### config.mk
export PLATFORM = sky130hd
export DESIGN_NAME = mmsi_top
export DESIGN_NICKNAME = d
export VERILOG_FILES = /design/src/rtl/mmsi_pkg.sv /design/src/rtl/mmsi_divider.sv /design/src/rtl/mmsi_shifter.sv /design/src/rtl/mmsi_ctrl.sv /design/src/rtl/mmsi_top.sv
export SDC_FILE = /design/constraint.sdc
export NUM_CORES = 1
export LEC_CHECK = 0
export BUFFER_PORTS_ARGS = -buffer_cell sky130_fd_sc_hd__buf_2
export CAP_MARGIN = 25
export CORE_ASPECT_RATIO = 1.2
export CORE_MARGIN = 2
export CORE_UTILIZATION = 55
export DETAILED_ROUTE_END_ITERATION = 7
export PLACE_DENSITY = 0.74
export SLEW_MARGIN = 20
export SYNTH_ARGS = -nofsm -noshare
export SYNTH_HDL_FRONTEND = slang
export SYNTH_HIERARCHICAL = 1
export SYNTH_SLANG_ARGS = --single-unit
### constraint.sdc
create_clock -name clk -period 9.9 [get_ports clk]
set_clock_uncertainty 0.1 [all_clocks]
set_input_delay 0.99 -clock clk [delete_from_list [all_inputs] [get_ports clk]]
set_output_delay 0.99 -clock clk [all_outputs]
set_load 0.03 [all_outputs]
### src/rtl/mmsi_pkg.sv
package mmsi_pkg;

    localparam int DATA_W   = 8;
    localparam int PERIOD_W = 12;
    localparam int SLOT_W   = 4;

    localparam logic [PERIOD_W-1:0] CLK_MIN  = PERIOD_W'(2);
    localparam logic [PERIOD_W-1:0] CLK_MAX  = PERIOD_W'(512);
    localparam logic [PERIOD_W-1:0] UART_MIN = PERIOD_W'(8);
    localparam logic [PERIOD_W-1:0] UART_MAX = PERIOD_W'(2048);

    typedef enum logic [1:0] {
        MODE_SYNC = 2'd0,
        MODE_UART = 2'd1,
        MODE_BUS  = 2'd2
    } mode_e;

    typedef enum logic [1:0] {
        ST_IDLE,
        ST_XFER,
        ST_HUNT,
        ST_RECV
    } state_e;

    // Per-cycle strobes from the bit-period divider
    typedef struct packed {
        logic lo;    // first half of the bit period
        logic half;  // last cycle of the first half
        logic fin;   // last cycle of the bit period
    } tick_t;

    function automatic mode_e decode_mode(logic [1:0] raw);
        case (raw)
            2'd1:    return MODE_UART;
            2'd2:    return MODE_BUS;
            default: return MODE_SYNC;
        endcase
    endfunction

    function automatic logic [PERIOD_W-1:0] eff_period(mode_e m, logic [PERIOD_W-1:0] req);
        logic [PERIOD_W-1:0] lo_b;
        logic [PERIOD_W-1:0] hi_b;
        lo_b = (m == MODE_UART) ? UART_MIN : CLK_MIN;
        hi_b = (m == MODE_UART) ? UART_MAX : CLK_MAX;
        if (req < lo_b) return lo_b;
        if (req > hi_b) return hi_b;
        return req;
    endfunction

    // Number of slots ahead of the first data bit
    function automatic logic [SLOT_W-1:0] lead_slots(mode_e m);
        return (m == MODE_SYNC) ? SLOT_W'(0) : SLOT_W'(1);
    endfunction

    function automatic logic [SLOT_W-1:0] slot_total(mode_e m);
        case (m)
            MODE_UART: return SLOT_W'(DATA_W + 2);
            MODE_BUS:  return SLOT_W'(DATA_W + 1);
            default:   return SLOT_W'(DATA_W);
        endcase
    endfunction

endpackage

### src/rtl/mmsi_divider.sv
module mmsi_divider
    import mmsi_pkg::*;
#(
    parameter int W = PERIOD_W
) (
    input  logic         clk,
    input  logic         rst,
    input  logic         en,
    input  logic         restart,
    input  logic [W-1:0] period,
    output tick_t        tick
);

    logic [W-1:0] cnt_q;
    logic [W-1:0] half_w;

    assign half_w = period >> 1;

    always_comb begin
        tick.lo   = cnt_q < half_w;
        tick.half = en && (cnt_q == half_w - W'(1));
        tick.fin  = en && (cnt_q == period - W'(1));
    end

    always_ff @(posedge clk) begin
        if (rst || restart || !en) begin
            cnt_q <= '0;
        end else if (tick.fin) begin
            cnt_q <= '0;
        end else begin
            cnt_q <= cnt_q + W'(1);
        end
    end

    AST_CNT_IN_PERIOD: assert property (@(posedge clk) disable iff (rst)
        en |-> (cnt_q < period));

endmodule

### src/rtl/mmsi_shifter.sv
module mmsi_shifter
    import mmsi_pkg::*;
#(
    parameter int W = DATA_W
) (
    input  logic         clk,
    input  logic         rst,
    input  logic         load,
    input  logic [W-1:0] load_val,
    input  logic         tx_adv,
    input  logic         rx_adv,
    input  logic         rx_bit,
    output logic         tx_bit,
    output logic [W-1:0] rx_word
);

    logic [W-1:0] tx_q;
    logic [W-1:0] rx_q;

    always_ff @(posedge clk) begin
        if (rst) begin
            tx_q <= '0;
        end else if (load) begin
            tx_q <= load_val;
        end else if (tx_adv) begin
            tx_q <= {1'b0, tx_q[W-1:1]};
        end
    end

    // Least significant bit arrives first, so fill from the top
    always_ff @(posedge clk) begin
        if (rst) begin
            rx_q <= '0;
        end else if (rx_adv) begin
            rx_q <= {rx_bit, rx_q[W-1:1]};
        end
    end

    assign tx_bit  = tx_q[0];
    assign rx_word = rx_q;

    AST_NO_LOAD_MID_SHIFT: assert property (@(posedge clk) disable iff (rst)
        load |-> !tx_adv);

endmodule

### src/rtl/mmsi_ctrl.sv
module mmsi_ctrl
    import mmsi_pkg::*;
(
    input  logic                clk,
    input  logic                rst,
    input  logic                start_i,
    input  logic [1:0]          mode_i,
    input  logic [PERIOD_W-1:0] div_i,
    input  logic                sdi_i,
    input  tick_t               tick,
    input  logic                tx_bit_i,
    input  logic [DATA_W-1:0]   rx_word_i,
    output logic                div_en_o,
    output logic                div_restart_o,
    output logic [PERIOD_W-1:0] period_o,
    output logic                load_o,
    output logic                tx_adv_o,
    output logic                rx_adv_o,
    output logic                busy_o,
    output logic                sdo_o,
    output logic                sck_o,
    output logic                done_o,
    output logic                ferr_o,
    output logic [DATA_W-1:0]   rx_data_o
);

    state_e              state_q;
    mode_e               mode_q;
    logic [PERIOD_W-1:0] period_q;
    logic [SLOT_W-1:0]   slot_q;
    logic                done_q;
    logic                ferr_q;
    logic [DATA_W-1:0]   rxd_q;

    logic [SLOT_W-1:0] lead;
    logic [SLOT_W-1:0] last_slot;
    logic              data_slot;
    logic              clocked;
    logic              accept;
    logic              hunt_go;
    logic              confirm;

    assign lead      = lead_slots(mode_q);
    assign last_slot = slot_total(mode_q) - SLOT_W'(1);
    assign data_slot = (slot_q >= lead) && (slot_q < lead + SLOT_W'(DATA_W));
    assign clocked   = (mode_q != MODE_UART);

    assign accept  = start_i && (state_q == ST_IDLE);
    assign hunt_go = (state_q == ST_IDLE) && !start_i
                     && (decode_mode(mode_i) == MODE_UART) && !sdi_i;
    assign confirm = (state_q == ST_HUNT) && tick.half && !sdi_i;

    always_ff @(posedge clk) begin
        if (rst) begin
            state_q  <= ST_IDLE;
            mode_q   <= MODE_SYNC;
            period_q <= CLK_MIN;
            slot_q   <= '0;
            done_q   <= 1'b0;
            ferr_q   <= 1'b0;
            rxd_q    <= '0;
        end else begin
            case (state_q)
                ST_IDLE: begin
                    if (accept) begin
                        state_q  <= ST_XFER;
                        mode_q   <= decode_mode(mode_i);
                        period_q <= eff_period(decode_mode(mode_i), div_i);
                        slot_q   <= '0;
                        done_q   <= 1'b0;
                        ferr_q   <= 1'b0;
                    end else if (hunt_go) begin
                        state_q  <= ST_HUNT;
                        mode_q   <= MODE_UART;
                        period_q <= eff_period(MODE_UART, div_i);
                        slot_q   <= '0;
                    end
                end
                ST_XFER: begin
                    if (tick.fin) begin
                        if (slot_q == last_slot) begin
                            state_q <= ST_IDLE;
                            done_q  <= 1'b1;
                            if (clocked) rxd_q <= rx_word_i;
                        end else begin
                            slot_q <= slot_q + SLOT_W'(1);
                        end
                    end
                end
                ST_HUNT: begin
                    if (tick.half) begin
                        if (!sdi_i) begin
                            state_q <= ST_RECV;
                            slot_q  <= '0;
                            done_q  <= 1'b0;
                        end else begin
                            state_q <= ST_IDLE;
                        end
                    end
                end
                ST_RECV: begin
                    if (tick.fin) begin
                        if (slot_q == SLOT_W'(DATA_W)) begin
                            state_q <= ST_IDLE;
                            done_q  <= 1'b1;
                            rxd_q   <= rx_word_i;
                            ferr_q  <= !sdi_i;
                        end else begin
                            slot_q <= slot_q + SLOT_W'(1);
                        end
                    end
                end
                default: state_q <= ST_IDLE;
            endcase
        end
    end

    assign div_en_o      = (state_q != ST_IDLE);
    assign div_restart_o = accept || hunt_go || confirm;
    assign period_o      = period_q;
    assign load_o        = accept;
    assign tx_adv_o      = (state_q == ST_XFER) && tick.fin && data_slot;
    assign rx_adv_o      = ((state_q == ST_XFER) && clocked && data_slot && tick.half)
                        || ((state_q == ST_RECV) && tick.fin && (slot_q < SLOT_W'(DATA_W)));

    always_comb begin
        sdo_o = 1'b1;
        if (state_q == ST_XFER) begin
            if (slot_q < lead)  sdo_o = 1'b0;
            else if (data_slot) sdo_o = tx_bit_i;
        end
    end

    assign sck_o     = !((state_q == ST_XFER) && clocked && tick.lo);
    assign busy_o    = (state_q != ST_IDLE);
    assign done_o    = done_q;
    assign ferr_o    = ferr_q;
    assign rx_data_o = rxd_q;

    AST_IDLE_LINES_HIGH: assert property (@(posedge clk) disable iff (rst)
        !busy_o |-> (sdo_o && sck_o));
    AST_PERIOD_LEGAL: assert property (@(posedge clk) disable iff (rst)
        busy_o |-> ((mode_q == MODE_UART) ? (period_q >= UART_MIN && period_q <= UART_MAX)
                                          : (period_q >= CLK_MIN && period_q <= CLK_MAX)));
    AST_SDO_SLOT_STABLE: assert property (@(posedge clk) disable iff (rst)
        (state_q == ST_XFER && $past(state_q == ST_XFER) && !$past(tick.fin)) |-> $stable(sdo_o));
    AST_UART_CLOCK_QUIET: assert property (@(posedge clk) disable iff (rst)
        (busy_o && mode_q == MODE_UART) |-> sck_o);
    AST_FALSE_START_KEEPS: assert property (@(posedge clk) disable iff (rst)
        (state_q == ST_HUNT && tick.half && sdi_i) |=> (state_q == ST_IDLE && $stable(done_q) && $stable(rxd_q)));
    AST_START_CLEARS_DONE: assert property (@(posedge clk) disable iff (rst)
        accept |=> (!done_o && !ferr_o));
    AST_BUSY_IGNORES_START: assert property (@(posedge clk) disable iff (rst)
        (busy_o && start_i) |=> ($stable(mode_q) && $stable(period_q)));

endmodule

### src/rtl/mmsi_top.sv
module mmsi_top
    import mmsi_pkg::*;
(
    input  logic                clk,
    input  logic                rst,
    input  logic [1:0]          mode_i,
    input  logic [PERIOD_W-1:0] div_i,
    input  logic                start_i,
    input  logic [DATA_W-1:0]   tx_data_i,
    output logic [DATA_W-1:0]   rx_data_o,
    output logic                done_o,
    output logic                frame_err_o,
    output logic                busy_o,
    output logic                sck_o,
    output logic                sdo_o,
    input  logic                sdi_i
);

    tick_t               tick;
    logic                div_en;
    logic                div_restart;
    logic [PERIOD_W-1:0] period;
    logic                load;
    logic                tx_adv;
    logic                rx_adv;
    logic                tx_bit;
    logic [DATA_W-1:0]   rx_word;

    mmsi_divider #(.W(PERIOD_W)) u_div (
        .clk     (clk),
        .rst     (rst),
        .en      (div_en),
        .restart (div_restart),
        .period  (period),
        .tick    (tick)
    );

    mmsi_shifter #(.W(DATA_W)) u_shift (
        .clk      (clk),
        .rst      (rst),
        .load     (load),
        .load_val (tx_data_i),
        .tx_adv   (tx_adv),
        .rx_adv   (rx_adv),
        .rx_bit   (sdi_i),
        .tx_bit   (tx_bit),
        .rx_word  (rx_word)
    );

    mmsi_ctrl u_ctrl (
        .clk           (clk),
        .rst           (rst),
        .start_i       (start_i),
        .mode_i        (mode_i),
        .div_i         (div_i),
        .sdi_i         (sdi_i),
        .tick          (tick),
        .tx_bit_i      (tx_bit),
        .rx_word_i     (rx_word),
        .div_en_o      (div_en),
        .div_restart_o (div_restart),
        .period_o      (period),
        .load_o        (load),
        .tx_adv_o      (tx_adv),
        .rx_adv_o      (rx_adv),
        .busy_o        (busy_o),
        .sdo_o         (sdo_o),
        .sck_o         (sck_o),
        .done_o        (done_o),
        .ferr_o        (frame_err_o),
        .rx_data_o     (rx_data_o)
    );

endmodule

==> impl_metrics.csv <==
group,metric,value,unit
status,outcome,"finished clean",
clock_tree,cts_tree,"done",
grt,grt_pass1_wl,14430,um
grt,overflow,0,
clock_tree,clock_sinks,58,
power_and_ir_drop,totalPowerFinal,605.1,uW
synth,postSynth.asyncResetShare,0,
timing,final.setup.tns,0,ns
synth,syn_area,3896,um^2
synth,avgSynthCellArea,8.601,um^2
clock_tree,clk_pin_slew,0.07,ns
finish,area_delta_synth_final,10.18,%
placement,place_congestion,0.8390,
clock_tree,cts.path.max_buffers,2,
floorplanning,dieArea,7776,um^2
grt,antenna_found_initial,0,
timing,max_freq,0.2651,GHz
placement,io_buffers,38,
drt,drc,0,
finish,drive_gt1_frac,0.1564,
power_and_ir_drop,powerDensity,141.0,nW/um^2
clock_tree,cts_resized,0,
power_and_ir_drop,p_leak,1.760,nW
timing,rsz0062_at_grt,"no",
timing,relSlewSlack,0.3705,
drt,dr_total_vias,3333,
timing,hold_viol,0,
drt,initialDrtViolationCount,170,
floorplanning,placementRows,33,
timing,finalSetupViolations,0,
grt,track_usage,0.2357,
finish,final-seq-area,1161,um^2
setup_path,critical_path.startpoint_type,"flop",
timing,whs,0.3766,ns
drt,first_pass_iters,4,
finish,multi_input_area,2495,um^2
clock_tree,numCtsBuffers,9,
synth,synth_common_cells,"dfxtp_1, nor2_1, xnor2_1, nand2_1, inv_1",
drt,wl,8507,um
synth,syn_inst,453,
clock_tree,postCtsSetupBuffers,0,
grt,grt_max_degree,39,
drt,drtAntennaViolNets,0,
drt,avgRoutedWirePerCell,14.85,um
synth,yosysMostFrequentCell,"dfxtp_1",
synth,ys_warn_count,6,
synth,yosysTopAreaCell,"dfxtp_1",
setup_path,critPathCaptureType,"output pin",
timing,tightest_slew,0.9443,ns
timing,drv_slew,0,
drt,viasPerCell,5.817,
floorplanning,core,6854,um^2
finish,fillers,651,
synth,synth-main-ff-cell,"dfxtp_1",
power_and_ir_drop,worst_ir_drop_vdd,0.0001127,V
synth,syn_nets,503,
timing,layout_worst_path_cycle_share,0.3810,
synth,synth_edf_count,0,
finish,final_area,4293,um^2
worst_hold_path,min_path_type,"flop to flop",
floorplanning,num_io_pins,39,
finish,layout.nets,531,
setup_path,required,8.81,ns
placement,post-dp-hpwl,6436,um
grt,grt_pass1_vias,3212,
synth,yosys-top-cells-area,"dfxtp_1, ha_1, xnor2_1",
timing,min_period,3.772,ns
synth,synth_seq_cells,58,
clock_tree,cts_root_buf,"clkbuf_8",
floorplanning,initial_core_util,0.5685,
setup_path,critical_path_class,"flop to output pin",
floorplanning,die_h,96.20,um
synth,yosysUniqueCellTypes,61,
synth,yosys.area.top_type_share,0.2980,
setup_path,cp_max_fo,6,
setup_path,critPathArrivalTime,2.68,ns
finish,antennaDiodeCount,0,
clock_tree,clk_latency,0.33,ns
floorplanning,die_w,80.84,um
finish,finish.utilization,0.6263,
clock_tree,cts_hold_buf,0,
flow_run,drv_cap,0,
synth,ys_seq_area_frac,0.2980,
placement,place_area,4079,um^2
clock_tree,cts_max_level,3,
[state kept, by name, summed over array words and instances, names as in the netlist]
signal	count
u_shift/tx_q	8
u_div/cnt_q	12
u_ctrl/slot_q	4
u_ctrl/done_o	1
u_ctrl/state_q	2
u_ctrl/mode_q	2
u_shift/rx_word	8
u_ctrl/period_o	12
u_ctrl/rx_data_o	8
u_ctrl/ferr_o	1
[layer usage]
| layer | share of wire | track usage |
|---|---|---|
| met3 | 0.042 | 0.04878 |
| met1 | 0.44 | 0.2781 |
| met2 | 0.50 | 0.4187 |
| met5 | 0 | 0 |
| met4 | 0.016 | 0.08475 |
[cells in the final DEF, fill, tap and decap left out, drive strengths merged, types with 2 or more instances in the layout]
cell / count
or3b: 2
nand4b: 2
and3: 6
o21ai: 12
nand3: 20
dfxtp: 58
a211oi: 11
o31ai: 4
clkbuf: 12
o21a: 4
nor4: 10
nor2: 51
nand4: 3
a22o: 6
or2: 2
a21o: 2
clkinv: 3
nand3b: 3
inv: 27
mux2i: 25
nand2: 29
ha: 24
a32oi: 2
a21oi: 15
o211ai: 2
or4bb: 2
nor2b: 13
a32o: 2
xnor2: 30
a31oi: 5
nand2b: 6
nor3: 7
xor2: 16
or3: 2
buf: 41
a2111oi: 6
nor3b: 4
or4: 3
[final timing paths]
check                           from                 end  slack, ns  depth (start not counted)
hold / removal         u_ctrl/ferr_o       u_ctrl/ferr_o       0.38                          2
hold reg to reg        u_ctrl/ferr_o       u_ctrl/ferr_o       0.38                          2
setup reg to reg  u_ctrl/period_o[2]  u_shift/rx_word[3]       6.20                         12
setup / recovery  u_ctrl/period_o[2]               sck_o       6.13                         10
[area by class of cell]
| cell class | count | area share |
|---|---|---|
| clock buffers | 12 | 0.03847 |
| clock inverters | 4 | 0.01137 |
| flip-flops and latches | 58 | 0.2705 |
| well taps | 87 | 0.02536 |
| inverters | 27 | 0.02361 |
| repair buffers | 41 | 0.04955 |
| multi-input cells | 344 | 0.5812 |
[power by group]
group	leakage (nW)	switching, mW	internal, mW
combinational	1.18	0.0676	0.0522
sequential	0.471	0.0150	0.242
clock	0.112	0.0918	0.136
total	1.76	0.174	0.431
[worst max-delay path, cell delays in order (launching register included)]
cell	delay, ns
dfxtp_1	0.42
inv_1	0.12
ha_1	0.30
nor2b_1	0.13
o21a_1	0.15
o21ai_0	0.15
nand2b_1	0.10
a2111oi_0	0.43
o311a_1	0.28
nand2_1	0.09
buf_2	0.18
[metrics by stage]
step           instances  setup slack [ns]
6_report             573             6.128
5_1_grt              573             5.876
4_1_cts              573             6.110
3_5_place_dp         557             6.210
3_3_place_gp         557             6.345
2_1_floorplan        453             6.635
[logic make-up after synthesis]
family                     after synthesis  synth area share
adders and majority gates               24           0.07707
xor gates and xnor gates                46            0.1034
AOI/OAI and AO/OA                       80            0.1577
and+or+nand+nor                        168            0.2351
muxes                                   26           0.06712
DFF                                     58            0.2980
buffers and inverters                   51           0.06166
(Power assumes the default switching activity.)
